===== src/rtl/mmu_guard_pkg.sv =====
package mmu_guard_pkg;

    typedef enum logic [1:0] {
        SZ_BYTE = 2'b00,
        SZ_HALF = 2'b01,
        SZ_WORD = 2'b10,
        SZ_RSVD = 2'b11
    } acc_size_e;

    typedef enum logic [1:0] {
        PG_LARGE = 2'b00,
        PG_SMALL = 2'b01,
        PG_TINY  = 2'b10,
        PG_RSVD  = 2'b11
    } page_kind_e;

    typedef enum logic [1:0] {
        DOM_NONE    = 2'b00,
        DOM_CLIENT  = 2'b01,
        DOM_RSVD    = 2'b10,
        DOM_MANAGER = 2'b11
    } dom_mode_e;

    typedef enum logic [2:0] {
        ST_IDLE   = 3'd0,
        ST_ALIGN  = 3'd1,
        ST_XLATE  = 3'd2,
        ST_DOMAIN = 3'd3,
        ST_PERM   = 3'd4,
        ST_FAULT  = 3'd5,
        ST_GRANT  = 3'd6
    } chk_state_e;

    localparam logic [3:0] FS_NONE      = 4'b0000;
    localparam logic [3:0] FS_ALIGN     = 4'b0001;
    localparam logic [3:0] FS_XL_SEC    = 4'b0101;
    localparam logic [3:0] FS_XL_PAGE   = 4'b0111;
    localparam logic [3:0] FS_DOM_SEC   = 4'b1001;
    localparam logic [3:0] FS_DOM_PAGE  = 4'b1011;
    localparam logic [3:0] FS_PERM_SEC  = 4'b1101;
    localparam logic [3:0] FS_PERM_PAGE = 4'b1111;

endpackage


===== src/rtl/mag_ap_pick.sv =====
module mag_ap_pick
    import mmu_guard_pkg::*;
#(
    parameter int AP_N = 4,
    parameter int AP_W = 2,
    localparam int IDX_W = $clog2(AP_N),
    localparam int APF_W = AP_N * AP_W
) (
    input  logic               is_page,
    input  page_kind_e         kind,
    input  logic [APF_W-1:0]   ap_field,
    input  logic [IDX_W-1:0]   small_idx,
    input  logic [IDX_W-1:0]   large_idx,
    output logic [AP_W-1:0]    ap_sel
);

    logic [AP_W-1:0]  slot [AP_N];
    logic [IDX_W-1:0] idx;

    for (genvar g = 0; g < AP_N; g++) begin : g_slot
        assign slot[g] = ap_field[g*AP_W +: AP_W];
    end

    always_comb begin
        idx = '0;
        if (is_page) begin
            unique case (kind)
                PG_SMALL: idx = small_idx;
                PG_LARGE: idx = large_idx;
                default:  idx = '0;
            endcase
        end
        ap_sel = slot[idx];
    end

endmodule


===== src/rtl/mag_ap_rule.sv =====
module mag_ap_rule (
    input  logic [1:0] ap,
    input  logic       is_write,
    input  logic       is_priv,
    input  logic       sys_prot,
    input  logic       rom_prot,
    output logic       allow
);

    always_comb begin
        unique case (ap)
            2'b11:   allow = 1'b1;
            2'b10:   allow = is_priv | ~is_write;
            2'b01:   allow = is_priv;
            default: allow = ~is_write & ((sys_prot & is_priv) | rom_prot);
        endcase
    end

endmodule


===== src/rtl/mag_dom_lookup.sv =====
module mag_dom_lookup
    import mmu_guard_pkg::*;
#(
    parameter int DOM_N = 16,
    localparam int DOM_IDX_W = $clog2(DOM_N),
    localparam int DACR_W = 2 * DOM_N
) (
    input  logic [DACR_W-1:0]    dacr,
    input  logic [DOM_IDX_W-1:0] dom_id,
    output dom_mode_e            mode
);

    logic [1:0] field [DOM_N];

    for (genvar g = 0; g < DOM_N; g++) begin : g_field
        assign field[g] = dacr[2*g +: 2];
    end

    assign mode = dom_mode_e'(field[dom_id]);

endmodule


===== src/rtl/mmu_access_guard.sv =====
module mmu_access_guard
    import mmu_guard_pkg::*;
#(
    parameter int VA_W  = 32,
    parameter int DOM_N = 16,
    parameter int AP_N  = 4,
    parameter int SMALL_SEL_LSB = 10,
    parameter int LARGE_SEL_LSB = 14,
    localparam int DOM_IDX_W = $clog2(DOM_N),
    localparam int DACR_W    = 2 * DOM_N,
    localparam int APF_W     = 2 * AP_N,
    localparam int IDX_W     = $clog2(AP_N)
) (
    input  logic                 clk,
    input  logic                 rst_n,
    input  logic                 req_vld,
    input  logic [VA_W-1:0]      va,
    input  logic [1:0]           acc_size,
    input  logic                 is_write,
    input  logic                 is_fetch,
    input  logic                 is_priv,
    input  logic                 is_page,
    input  logic [1:0]           page_kind,
    input  logic [APF_W-1:0]     ap_field,
    input  logic [DOM_IDX_W-1:0] domain_id,
    input  logic                 xlat_fault,
    input  logic [DACR_W-1:0]    dacr,
    input  logic                 mmu_on,
    input  logic                 align_chk,
    input  logic                 sys_prot,
    input  logic                 rom_prot,
    output logic                 rsp_vld,
    output logic                 abort,
    output logic [3:0]           fault_status,
    output logic [3:0]           fsr_status,
    output logic [DOM_IDX_W-1:0] fsr_domain,
    output logic [VA_W-1:0]      far
);

    chk_state_e state, nxt;

    // latched request
    logic [VA_W-1:0]      va_q;
    acc_size_e            size_q;
    logic                 write_q, fetch_q, priv_q, page_q, xf_q;
    page_kind_e           kind_q;
    logic [APF_W-1:0]     apf_q;
    logic [DOM_IDX_W-1:0] dom_q;
    logic [DACR_W-1:0]    dacr_q;
    logic                 mmu_q, alc_q, sys_q, rom_q;

    logic [3:0] code_q, code_n;
    logic       take;
    logic       misaligned, align_flt;
    logic [1:0] ap_sel;
    logic       allow;
    dom_mode_e  dom_mode;

    assign take = (state == ST_IDLE) && req_vld;

    mag_ap_pick #(
        .AP_N (AP_N),
        .AP_W (2)
    ) u_pick (
        .is_page   (page_q),
        .kind      (kind_q),
        .ap_field  (apf_q),
        .small_idx (va_q[SMALL_SEL_LSB +: IDX_W]),
        .large_idx (va_q[LARGE_SEL_LSB +: IDX_W]),
        .ap_sel    (ap_sel)
    );

    mag_ap_rule u_rule (
        .ap       (ap_sel),
        .is_write (write_q),
        .is_priv  (priv_q),
        .sys_prot (sys_q),
        .rom_prot (rom_q),
        .allow    (allow)
    );

    mag_dom_lookup #(
        .DOM_N (DOM_N)
    ) u_dom (
        .dacr   (dacr_q),
        .dom_id (dom_q),
        .mode   (dom_mode)
    );

    always_comb begin
        unique case (size_q)
            SZ_WORD: misaligned = (va_q[1:0] != 2'b00);
            SZ_HALF: misaligned = va_q[0];
            default: misaligned = 1'b0;
        endcase
        align_flt = alc_q & ~fetch_q & misaligned;
    end

    // state register
    always_ff @(posedge clk or negedge rst_n) begin
        if (!rst_n) begin
            state <= ST_IDLE;
        end else begin
            state <= nxt;
        end
    end

    // next state and fault code selection
    always_comb begin
        nxt    = state;
        code_n = code_q;
        unique case (state)
            ST_IDLE: begin
                if (req_vld) begin
                    nxt    = ST_ALIGN;
                    code_n = FS_NONE;
                end
            end
            ST_ALIGN: begin
                if (align_flt) begin
                    nxt    = ST_FAULT;
                    code_n = FS_ALIGN;
                end else if (!mmu_q) begin
                    nxt = ST_GRANT;
                end else begin
                    nxt = ST_XLATE;
                end
            end
            ST_XLATE: begin
                if (xf_q) begin
                    nxt    = ST_FAULT;
                    code_n = page_q ? FS_XL_PAGE : FS_XL_SEC;
                end else begin
                    nxt = ST_DOMAIN;
                end
            end
            ST_DOMAIN: begin
                unique case (dom_mode)
                    DOM_CLIENT:  nxt = ST_PERM;
                    DOM_MANAGER: nxt = ST_GRANT;
                    default: begin
                        nxt    = ST_FAULT;
                        code_n = page_q ? FS_DOM_PAGE : FS_DOM_SEC;
                    end
                endcase
            end
            ST_PERM: begin
                if (allow) begin
                    nxt = ST_GRANT;
                end else begin
                    nxt    = ST_FAULT;
                    code_n = page_q ? FS_PERM_PAGE : FS_PERM_SEC;
                end
            end
            ST_FAULT: nxt = ST_IDLE;
            ST_GRANT: nxt = ST_IDLE;
            default:  nxt = ST_IDLE;
        endcase
    end

    // request latch, fault code and fault registers
    always_ff @(posedge clk or negedge rst_n) begin
        if (!rst_n) begin
            va_q       <= '0;
            size_q     <= SZ_BYTE;
            write_q    <= 1'b0;
            fetch_q    <= 1'b0;
            priv_q     <= 1'b0;
            page_q     <= 1'b0;
            kind_q     <= PG_LARGE;
            apf_q      <= '0;
            dom_q      <= '0;
            xf_q       <= 1'b0;
            dacr_q     <= '0;
            mmu_q      <= 1'b0;
            alc_q      <= 1'b0;
            sys_q      <= 1'b0;
            rom_q      <= 1'b0;
            code_q     <= FS_NONE;
            fsr_status <= FS_NONE;
            fsr_domain <= '0;
            far        <= '0;
        end else begin
            code_q <= code_n;
            if (take) begin
                va_q    <= va;
                size_q  <= acc_size_e'(acc_size);
                write_q <= is_write;
                fetch_q <= is_fetch;
                priv_q  <= is_priv;
                page_q  <= is_page;
                kind_q  <= page_kind_e'(page_kind);
                apf_q   <= ap_field;
                dom_q   <= domain_id;
                xf_q    <= xlat_fault;
                dacr_q  <= dacr;
                mmu_q   <= mmu_on;
                alc_q   <= align_chk;
                sys_q   <= sys_prot;
                rom_q   <= rom_prot;
            end
            if ((state == ST_FAULT) && !fetch_q) begin
                fsr_status <= code_q;
                fsr_domain <= dom_q;
                far        <= va_q;
            end
        end
    end

    // outputs
    always_comb begin
        rsp_vld      = 1'b0;
        abort        = 1'b0;
        fault_status = FS_NONE;
        unique case (state)
            ST_FAULT: begin
                rsp_vld      = 1'b1;
                abort        = 1'b1;
                fault_status = code_q;
            end
            ST_GRANT: rsp_vld = 1'b1;
            default: ;
        endcase
    end

endmodule


===== config.mk =====
export PLATFORM = sky130hd
export DESIGN_NAME = mmu_access_guard
export DESIGN_NICKNAME = d
export VERILOG_FILES = /design/src/rtl/mmu_guard_pkg.sv /design/src/rtl/mag_ap_pick.sv /design/src/rtl/mag_ap_rule.sv /design/src/rtl/mag_dom_lookup.sv /design/src/rtl/mmu_access_guard.sv
export SDC_FILE = /design/constraint.sdc
export NUM_CORES = 1
export LEC_CHECK = 0
export BUFFER_PORTS_ARGS = -buffer_cell sky130_fd_sc_hd__buf_2
export CAP_MARGIN = 20
export CORE_UTILIZATION = 30
export DETAILED_ROUTE_END_ITERATION = 6
export GPL_TIMING_DRIVEN = 0
export REMOVE_ABC_BUFFERS = 1
export SYNTH_ARGS = -nofsm -noshare
export SYNTH_HDL_FRONTEND = slang
export SYNTH_SLANG_ARGS = --single-unit

===== constraint.sdc =====
create_clock -name clk -period 2.9 [get_ports clk]
set_input_delay 0.145 -clock clk [delete_from_list [all_inputs] [get_ports clk]]
set_output_delay 0.145 -clock clk [all_outputs]
set_load 0.02 [all_outputs]

==> results by group <==
Clock network
  – Worst skew pair latency: 0.41 ns
  – Post-CTS Setup Bufs: 0
  – CTS sink cnt: 136
  – Total CTS buffers: 17
  – TritonCTS clock tree: done
  – Clock Tree Buf Depth: 2
  – Root buffer cell: clkbuf_16
  – Clk slew on worst S/H paths: 0.06 ns
  – H-tree depth: 4

Timing
  – Worst Skew: 0.006387 ns
  – Final Hold Fails: 0
  – Tcrit/Tclk final: 92.51%
  – RSZ-0062 raised after global routing: no
  – Worst hold slack: 0.1917 ns
  – Final Max Tran Viols: 0
  – # setup viols final: 0
  – Fin crit period: 2.683 ns
  – Worst Tran Pin Value: 0.7437 ns
  – FMAX: roughly 370 MHz
  – Worst setup margin: 0.2171 ns
  – Relative max-transition margin: 50.04%

Setup path
  – CP Data Required Time: 3.19 ns
  – Worst reg2reg setup slack: ~0.22 ns
  – Worst Reg-to-Reg Cells: 7
  – Worst path arrival time: around 3.0 ns
  – Startpoint types: flip-flop
  – Crit path max fanout: 8
  – Worst Setup End Kind: flip-flop
  – Worst r2r src: state[2]
  – Reg2Reg Capture Point: far[23]
  – Crit path kind: flip-flop to flip-flop

Floorplan
  – Chip Height: 140.1 um
  – Core ar.: 18710 um^2
  – Initial cell density of the core: 30.60%
  – Die area: approximately 20000 um^2
  – # rows: 50
  – Die width: 140.1 um
  – I/O pins: ~140

Synthesis
  – EDFF count, synth: 0
  – Register bit total from synthesis: 136
  – Syn_area_per_cell: 14.42 um^2
  – Top post-synthesis cells by area: dfrtp_1 59%, mux2_2 23%, mux4_2 2.0%
  – Post-synth ARST share: 100.0%
  – Ys Warns: 0
  – Synth Flop Type: dfrtp_1
  – Synth cell types: 38
  – Synthesized cell area: 5724 um^2
  – Post-synthesis sequential area ratio: 59.45%
  – Area leader, netlist: dfrtp_1
  – Cells after Synth: around 400
  – Post-synth top area share: 59.45%

Route
  – DRC viols: 0
  – ANT nets after route: 0
  – DRT Pass-1 Iters: 4
  – Top layer in use: met4
  – Vias: 4067
  – Met3 WL: a little under 700 um
  – Drt total wl: 13.37 mm
  – WL/cell: 15.09 um
  – Starting DRT DRC Count: about 120
  – Met2 wire len: approximately 6.6 mm
  – Met1 wire length: 5.879 mm
  – Via/cell ratio: between 4 and 5

Placement
  – Placed cell area: a little under 7000 um^2
  – Detailed placement HPWL: between 9 and 10 mm
  – IO buf count: 137
  – DP Worst Slack: around 0.064 ns
  – GPL Wtd Cong: 0.8272
  – Dpl cells: between 700 and 800

Run
  – Max-cap viol count: 0

Global routing
  – Antenna violations before repair: 1
  – Vias in the first global route: 4395
  – Remaining Overflow, GRT: 0
  – Global-route wire length before repair: approximately 22 mm
  – Gr usage total: 14.60%
  – Largest net degree at the start of global routing: 105

Outcome
  – Status: finished clean

Power
  – Seq pwr share: 38.7%
  – Pint: 6.038 mW
  – Clk network pwr share: between 20% and 30%
  – Psw: 2.996 mW
  – Worst vdd ir: ~530 uV
  – Comb power frac: 37.4%
  – Pwr dens: 1087 nW/um^2
  – Switch share: 33.16%
  – Overall Power: 9.034 mW
  – P_leak: 3.746 nW

Finish
  – Post-route insts no fill: 886
  – # nets final: 733
  – Most frequent cells in the layout: 136 x buf_2, 135 x dfrtp_1, 115 x mux2_2
  – Filler cells: 1678
  – Area growth syn-to-layout: 45.14%
  – Commonest non-fill, non-tap cell in the layout: buf_2
  – Final Instance Area: 8308 um^2
  – Layout cells sized above 1: between 40% and 50%

Worst hold path
  – Hold Path Class: primary input to async pin
-- stage by stage --
stage	TNS, ns	utilization [%]
floorplan	-526.01	-
global placement	-954.14	35.34
detailed placement	0	36.41
CTS	0	44.39
global route	0	44.40
finish	0	44.41
-- logic make-up (layout without fill, tap and decap cells) --
| family | Yosys count | in the layout | share of synthesized area, % |
|---|---|---|---|
| buffers and inverters | 30 | 284 | 2.251 |
| AO/OA/AOI/OAI | 43 | 43 | 4.590 |
| adder cells (fa/ha/maj) | 2 | 2 | 0.4371 |
| other | 0 | 1 | 0 |
| flip-flops | 136 | 136 | 59.45 |
| XOR/XNOR | 1 | 1 | 0.1530 |
| AND/OR/NAND/NOR | 46 | 46 | 3.891 |
| multiplexers | 139 | 139 | 29.22 |
-- sequential cells by signal, indices dropped and copies added (netlist names), 3 cells and up --
register,count
apf_q,8
code_q,4
dacr_q,32
dom_q,4
far,32
fsr_domain,4
fsr_status,4
state,3
va_q,32
-- worst max path at each step --
stage                     startpoint        end  slack (ns)
after floorplan             state[0]      alc_q       -4.88
after global placement      state[0]   va_q[14]       -8.19
after detailed placement    dom_q[0]  code_q[1]        0.06
after CTS                   dom_q[0]  code_q[1]        0.04
after global routing        state[2]    far[11]       0.001
final                       state[2]    far[23]        0.22
-- cells in the mapped netlist (2+ instances only) --
library cell,count
o21ai_1,2
ha_1,2
a31oi_1,2
o21ai_0,14
inv_1,9
or2_1,2
a21o_1,2
mux4_2,5
mux2_1,8
and2_1,4
mux2_2,115
nor2_1,11
mux4_1,4
buf_6,2
o22ai_1,6
nand2b_1,2
nor4_1,3
mux2i_1,7
nand2_1,13
dfrtp_1,136
nand3_1,4
nor3_1,4
clkbuf_1,17
a21oi_1,9
-- worst max-delay path, stage by stage (launching register included) --
cell	delay [ns]
dfrtp_1	0.49
inv_1	0.18
nor4_2	0.69
buf_4	0.29
buf_4	0.18
buf_4	0.18
buf_4	0.19
mux2_2	0.35
-- repair_timing --
action | CTS | global route
endpoints found under the setup margin | 0 | 2
gates resized for setup | 0 | 1
hold buffers | 90 | 0
endpoints found under the hold margin | 121 | 0
-- power by group through the flow --
stage               sequential (mW)  clock (mW)  combinational, mW
floorplan                      3.67           0               2.14
global placement               3.44           0               3.10
detailed placement             3.54           0               3.31
CTS                            3.50        2.24               3.42
global route                   3.64        2.33               3.68
finish                         3.50        2.16               3.38
-- metal layers --
metal | global-route usage (%) | up-vias
li1 | - | 1913
met4 | 5.321 | 0
met5 | 0 | -
met3 | 4.650 | 15
met1 | 17.70 | 2023
met2 | 24.32 | 116
-- final cells by class --
class,count,area [um^2],share of cell area (%)
timing repair buffer,243,1774,21.36
clock buffer,24,501.7,6.039
tap,234,292.8,3.524
antenna,1,2.502,0.03012
inverter,10,37.54,0.4518
multi-input combinational,231,2203,26.52
sequential,136,3405,40.98
clock inverter,7,91.34,1.099
No activity file was read; power rests on OpenSTA's default activity.
